==> src/rtl/i2c_am_pkg.sv <==
package i2c_am_pkg;

    localparam int BYTE_W  = 8;
    localparam int ADDR_W  = 10;
    localparam int SHORT_W = 7;
    localparam logic [4:0] TEN_HDR_TAG = 5'b11110;
    localparam logic [BYTE_W-1:0] GC_BYTE = '0;

    // Position of the next received byte within the current transfer.
    typedef enum logic [1:0] {
        PH_SKIP   = 2'd0,   // outside the address phase
        PH_FIRST  = 2'd1,   // next byte is the first after a (repeated) start
        PH_TEN_LO = 2'd2    // next byte is the low half of a 10-bit address
    } phase_t;

    // Classification of one received byte against the configuration.
    typedef struct packed {
        logic is_ten_hdr;   // byte carries the 10-bit header tag
        logic hdr_hi_ok;    // header address bits equal own_addr[9:8]
        logic rw_read;      // read/write bit is read
        logic short_hit;    // 7-bit address equals own_addr[6:0]
        logic low_hit;      // byte equals own_addr[7:0]
        logic is_gc;        // byte is the general-call address with write
    } byte_info_t;

    // Registered result pulses of the address phase.
    typedef struct packed {
        logic match;
        logic ack;
        logic gc;
    } addr_result_t;

    function automatic byte_info_t classify_byte(
        input logic [BYTE_W-1:0] b,
        input logic [ADDR_W-1:0] own
    );
        byte_info_t r;
        r.is_ten_hdr = (b[7:3] == TEN_HDR_TAG);
        r.hdr_hi_ok  = (b[2:1] == own[ADDR_W-1:ADDR_W-2]);
        r.rw_read    = b[0];
        r.short_hit  = (b[7:1] == own[SHORT_W-1:0]);
        r.low_hit    = (b == own[BYTE_W-1:0]);
        r.is_gc      = (b == GC_BYTE);
        return r;
    endfunction

endpackage

==> src/rtl/i2c_am_byte_decode.sv <==
module i2c_am_byte_decode
    import i2c_am_pkg::*;
(
    input  logic [BYTE_W-1:0] byte_data,
    input  logic [ADDR_W-1:0] own_addr,
    output byte_info_t        info
);

    always_comb begin
        info = classify_byte(byte_data, own_addr);
    end

endmodule

==> src/rtl/i2c_am_phase_seq.sv <==
module i2c_am_phase_seq
    import i2c_am_pkg::*;
(
    input  logic         clk,
    input  logic         rst,
    input  logic         ev_start,
    input  logic         ev_rstart,
    input  logic         ev_stop,
    input  logic         byte_valid,
    input  byte_info_t   info,
    input  logic         ten_bit_mode,
    input  logic         gc_en,
    input  logic         slave_dis,
    output addr_result_t result,
    output logic         addressed
);

    phase_t       phase_q, phase_d;
    logic         addr_d;
    addr_result_t res_d;

    always_comb begin
        phase_d = phase_q;
        addr_d  = addressed;
        res_d   = '0;
        if (ev_stop) begin
            phase_d = PH_SKIP;
            addr_d  = 1'b0;
        end else if (ev_start) begin
            phase_d = PH_FIRST;
            addr_d  = 1'b0;
        end else if (ev_rstart) begin
            phase_d = PH_FIRST;
        end else if (byte_valid) begin
            phase_d = PH_SKIP;
            if (!slave_dis) begin
                unique case (phase_q)
                    PH_FIRST: begin
                        if (ten_bit_mode) begin
                            if (info.is_ten_hdr && info.hdr_hi_ok) begin
                                if (!info.rw_read) begin
                                    res_d.ack = 1'b1;
                                    phase_d   = PH_TEN_LO;
                                end else if (addressed) begin
                                    res_d.ack   = 1'b1;
                                    res_d.match = 1'b1;
                                end
                            end else if (info.is_gc && gc_en) begin
                                res_d.ack = 1'b1;
                                res_d.gc  = 1'b1;
                            end
                        end else if (!info.is_ten_hdr) begin
                            if (info.short_hit) begin
                                res_d.ack   = 1'b1;
                                res_d.match = 1'b1;
                                addr_d      = 1'b1;
                            end else if (info.is_gc && gc_en) begin
                                res_d.ack = 1'b1;
                                res_d.gc  = 1'b1;
                            end
                        end
                    end
                    PH_TEN_LO: begin
                        if (info.low_hit) begin
                            res_d.ack   = 1'b1;
                            res_d.match = 1'b1;
                            addr_d      = 1'b1;
                        end
                    end
                    default: ;
                endcase
            end
        end
    end

    always_ff @(posedge clk) begin
        if (rst) begin
            phase_q   <= PH_SKIP;
            addressed <= 1'b0;
            result    <= '0;
        end else begin
            phase_q   <= phase_d;
            addressed <= addr_d;
            result    <= res_d;
        end
    end

    AST_MATCH_SETS_FLAG: assert property (@(posedge clk) disable iff (rst)
        result.match |-> addressed) else $error("match without addressed flag");

    AST_START_CLEARS: assert property (@(posedge clk) disable iff (rst)
        ev_start && !ev_stop |=> !addressed) else $error("start kept addressed flag");

endmodule

==> src/rtl/i2c_am_stop_qual.sv <==
module i2c_am_stop_qual (
    input  logic clk,
    input  logic rst,
    input  logic ev_stop,
    input  logic stop_qual_en,
    input  logic addressed,
    output logic stop_irq
);

    always_ff @(posedge clk) begin
        if (rst) stop_irq <= 1'b0;
        else     stop_irq <= ev_stop && (!stop_qual_en || addressed);
    end

    AST_STOP_QUALIFIED: assert property (@(posedge clk) disable iff (rst)
        ev_stop && stop_qual_en && !addressed |=> !stop_irq) else $error("unqualified stop");

    AST_STOP_PLAIN: assert property (@(posedge clk) disable iff (rst)
        ev_stop && !stop_qual_en |=> stop_irq) else $error("stop not reported");

endmodule

==> src/rtl/i2c_addr_matcher.sv <==
module i2c_addr_matcher
    import i2c_am_pkg::*;
(
    input  logic              clk,
    input  logic              rst,
    input  logic              ev_start,
    input  logic              ev_rstart,
    input  logic              ev_stop,
    input  logic              byte_valid,
    input  logic [BYTE_W-1:0] byte_data,
    input  logic              ten_bit_mode,
    input  logic [ADDR_W-1:0] own_addr,
    input  logic              gc_en,
    input  logic              slave_dis,
    input  logic              stop_qual_en,
    output logic              addr_match,
    output logic              ack_req,
    output logic              gc_hit,
    output logic              stop_irq
);

    byte_info_t   info;
    addr_result_t result;
    logic         addressed;

    i2c_am_byte_decode u_decode (
        .byte_data (byte_data),
        .own_addr  (own_addr),
        .info      (info)
    );

    i2c_am_phase_seq u_seq (
        .clk          (clk),
        .rst          (rst),
        .ev_start     (ev_start),
        .ev_rstart    (ev_rstart),
        .ev_stop      (ev_stop),
        .byte_valid   (byte_valid),
        .info         (info),
        .ten_bit_mode (ten_bit_mode),
        .gc_en        (gc_en),
        .slave_dis    (slave_dis),
        .result       (result),
        .addressed    (addressed)
    );

    i2c_am_stop_qual u_stop (
        .clk          (clk),
        .rst          (rst),
        .ev_stop      (ev_stop),
        .stop_qual_en (stop_qual_en),
        .addressed    (addressed),
        .stop_irq     (stop_irq)
    );

    assign addr_match = result.match;
    assign ack_req    = result.ack;
    assign gc_hit     = result.gc;

    AST_MATCH_ACKED: assert property (@(posedge clk) disable iff (rst)
        addr_match |-> ack_req) else $error("match without ack");

    AST_MATCH_SINGLE: assert property (@(posedge clk) disable iff (rst)
        addr_match |=> !addr_match) else $error("match longer than one cycle");

    AST_GC_NOT_OWN: assert property (@(posedge clk) disable iff (rst)
        gc_hit |-> !addr_match) else $error("general call counted as match");

    AST_DISABLED_QUIET: assert property (@(posedge clk) disable iff (rst)
        slave_dis |=> !ack_req && !gc_hit) else $error("disabled target acked");

endmodule

==> config.mk <==
export PLATFORM = sky130hd
export DESIGN_NAME = i2c_addr_matcher
export DESIGN_NICKNAME = d
export VERILOG_FILES = /design/src/rtl/i2c_am_pkg.sv /design/src/rtl/i2c_am_byte_decode.sv /design/src/rtl/i2c_am_phase_seq.sv /design/src/rtl/i2c_am_stop_qual.sv /design/src/rtl/i2c_addr_matcher.sv
export SDC_FILE = /design/constraint.sdc
export NUM_CORES = 1
export LEC_CHECK = 0
export CAP_MARGIN = 25
export CORE_AREA = 8 8 52 54
export CTS_BUF_LIST = sky130_fd_sc_hd__clkbuf_2
export DETAILED_ROUTE_END_ITERATION = 8
export DIE_AREA = 0 0 60 62
export GPL_ROUTABILITY_DRIVEN = 0
export GPL_TIMING_DRIVEN = 0
export PLACE_DENSITY = 0.71
export SLEW_MARGIN = 0
export SYNTH_ARGS = -nofsm -noshare
export SYNTH_HDL_FRONTEND = slang
export SYNTH_HIERARCHICAL = 1
export SYNTH_SLANG_ARGS = --single-unit
export TNS_END_PERCENT = 5
==> constraint.sdc <==
create_clock -name clk -period 1.8 [get_ports clk]
set_clock_uncertainty 0.05 [all_clocks]
set_input_delay 0.18 -clock clk [delete_from_list [all_inputs] [get_ports clk]]
set_output_delay 0.18 -clock clk [all_outputs]
set_load 0.02 [all_outputs]
==> results.cfg, run 1 <==
[clock_tree]
root_buffer = clkbuf_2
h-tree-depth = 1
clk_pin_slew_ns = 0.06
numCtsBuffers = 3
cts_tree = yes
clk_latency_ns = 0.22
clockBufferDepth = 2
clkSinkCount = 7

[cells_and_area]
insertedDiodeCount = 0
drive_above_1_share = 0.200
nNetsFinal = 141
syn_to_final_growth_pct = 61.4
final_cells = 137

[synthesis]
ys_warn_count = 6
synthesis.nets = 103
yosys_register_bits = 7
synth_cell_type_count = 30
syn_avg_cell_area_sq_um = 8.52
synth_cells = 73
syn_area_sq_um = 622
seq_area_frac_synth = 0.225

[routing]
via_per_inst = 4.92
drt-initial-drc-count = 10
drt_wl_total_mm = 1.78
ant_nets = 0
routedWlPerCell_um = 13.0
via_count = 674
first_pass_iters = 4
drc = 0

[setup_path]
crit_start = byte_data[7]
path_cells = clkdlybuf4s15_2 -> or4_4 -> nor2_4 -> a21oi_1 -> or4b_4 -> a311oi_2
end_kind = register
cp.arrival_ns = 1.88
critical_path.max_stage_delay_ns = 0.54
crit_slowest_cell = or4_4
critical_path_class = input pin to register
required_ns = 1.89
reg2reg_from = u_seq/phase_q[0]$_SDFFE_PP0P_
critPathMaxFanout = 4
cp-start-kind = input pin

[place]
dp.cells = 131
hpwl_mm = 1.48
io_buffers = 31

[grt]
grt_pass1_wl_mm = 2.87
overflow = 0
antenna_found_initial = 0
grt_max_degree = 7
grt.total_usage = 0.100
grt_pass1_vias = 724

[floorplan]
ioPinCount = 32
row_count = 16
core_area_sq_um = 1900
die_y_um = 62
dieWidth_um = 60
die_area_sq_um = 3720
initial_utilization = 0.327

[timing]
final_hold_viol_count = 0
holdWs_ns = 0.483
max_freq_ghz = 0.557
fin_crit_sh = 0.997
worst_pin_slew_ns = 0.346
slew_viol_final = 0
fin_setup_tns_ns = 0
finalCriticalPeriod_ns = 1.80
final-setup-viol-count = 0
slew_headroom = 0.769

[min_path]
hold_path.class = input pin to register
min_from = byte_data[6]

[power]
ir_worst_vdd_uv = 181
power_density_nw_per_um2 = 406
p_total_w = 0.000407
p_leak_nw = 0.366

[status]
status = finished, final reports clean

[run]
maxCapViolations = 0
-- flip-flops by register name, summed over array words and instances, names as in the netlist --
name	flops
u_seq/result	3
u_seq/addressed	1
u_stop/stop_irq	1
u_seq/phase_q	2
-- cell families (layout without fill, tap and decap cells) --
logic type      count (synthesis)  after routing  synth area share
buf+inv                         5             42            0.0362
flops                           7              7             0.225
xor+xnor                       17             17             0.239
mux                             1              1            0.0161
fa+ha+maj                       2              2            0.0402
simple gates                   31             31             0.316
compound gates                 10             10             0.127
-- worst max-delay path: cells and delay by family --
family | cells | cell delay [ns]
and+or+nand+nor | 3 | 1.17
AOI/OAI and AO/OA | 2 | 0.32
buffers and inverters | 1 | 0.22
-- stage by stage --
| stage | cell area [sq um] | util | worst slack, ns |
|---|---|---|---|
| detailed placement | 966 | 0.508 | -0.595 |
| floorplan | 622 | - | 0.0343 |
| finish | 1000 | 0.528 | 0.00467 |
| global route | 1000 | 0.528 | -0.0148 |
| CTS | 1010 | 0.533 | 0.00805 |
| global placement | 966 | 0.508 | -0.596 |
-- worst paths after layout --
path	cells after the start	end	slack, ns
worst max register to register	6	u_seq/addressed$_SDFFE_PP0P_	0.23
worst min register to register	2	u_stop/stop_irq$_SDFF_PP0_	0.52
worst min-delay path	6	u_seq/result[2]$_SDFF_PP0_	0.48
worst max-delay path	6	u_seq/result[1]$_SDFF_PP0_	0.005
-- placed cells by master (no fill, tap or decap), types with 3 or more instances in the layout --
cell,netlist,routed
buf_4,1,3
clkbuf_2,0,8
clkdlybuf4s50_1,0,16
dfxtp_1,7,7
dlygate4sd2_1,0,6
dlymetal6s2s_1,0,3
inv_1,4,4
nand2_1,5,5
nand2b_1,3,3
nand4_1,4,4
nor2_1,4,3
xnor2_1,12,12
xor2_1,5,5
-- layout make-up --
cell class,count,area [sq um]
inverter,4,15.0
clock buffer,4,20.0
buffer,1,7.51
tap,27,33.8
multi-input combinational,61,485
fill,179,898
timing repair buffer,33,302
sequential,7,140
-- Yosys cell counts --
cell type	count	area (sq um)
a2111oi_0	1	8.76
a2111oi_1	1	10.0
a211o_1	1	8.76
a211oi_1	2	15.0
a21oi_1	2	10.0
a311oi_2	1	15.0
buf_4	1	7.51
dfxtp_1	7	140
ha_1	2	25.0
inv_1	4	15.0
mux2i_1	1	10.0
nand2_1	5	18.8
nand2b_1	3	18.8
nand3_1	2	10.0
nand3b_1	1	7.51
nand4_1	4	25.0
nor2_1	4	15.0
nor2b_1	1	6.26
nor2b_4	1	13.8
nor3_1	1	5.00
nor3b_1	1	7.51
nor3b_2	1	12.5
nor4_1	3	18.8
nor4_2	1	12.5
o21ai_0	1	5.00
o22ai_1	1	6.26
or4_1	2	15.0
or4b_1	1	10.0
xnor2_1	12	105
xor2_1	5	43.8
-- routing by layer --
metal	track usage	up-vias	routed length, um
met4	0.0510	0	7
met2	0.177	35	831
met5	0	-	0
met3	0.0473	2	208
li1	-	343	-
met1	0.0957	294	735
-- repair_timing --
action | 4_1_cts | 5_1_grt
gates resized for setup | 22 | 13
hold endpoints to repair | 0 | 0
setup buffers | 2 | 0
pin swaps | 4 | 4
endpoints found under the setup margin | 4 | 3
hold buffers | 0 | 0
-- power by group --
part / total [W] / switching, W / internal [W]
registers: 0.000158 / 0.00000120 / 0.000157
logic: 0.000137 / 0.0000581 / 0.0000788
clock network: 0.000112 / 0.0000531 / 0.0000590
No activity file was read; power rests on OpenSTA's default activity.
==> run 2, diff against run 1 <==
Settings changed: CTS_CLUSTER_DIAMETER set to 30.
==> results of run 2 <==
The final DEF is identical to that of run 1; final timing and power are the same.
==> run 3, diff against run 2 <==
Settings changed: ABC_CLOCK_PERIOD_IN_PS set to 1800.
==> results of run 3 <==
The final DEF is identical to that of run 1; final timing and power are the same.
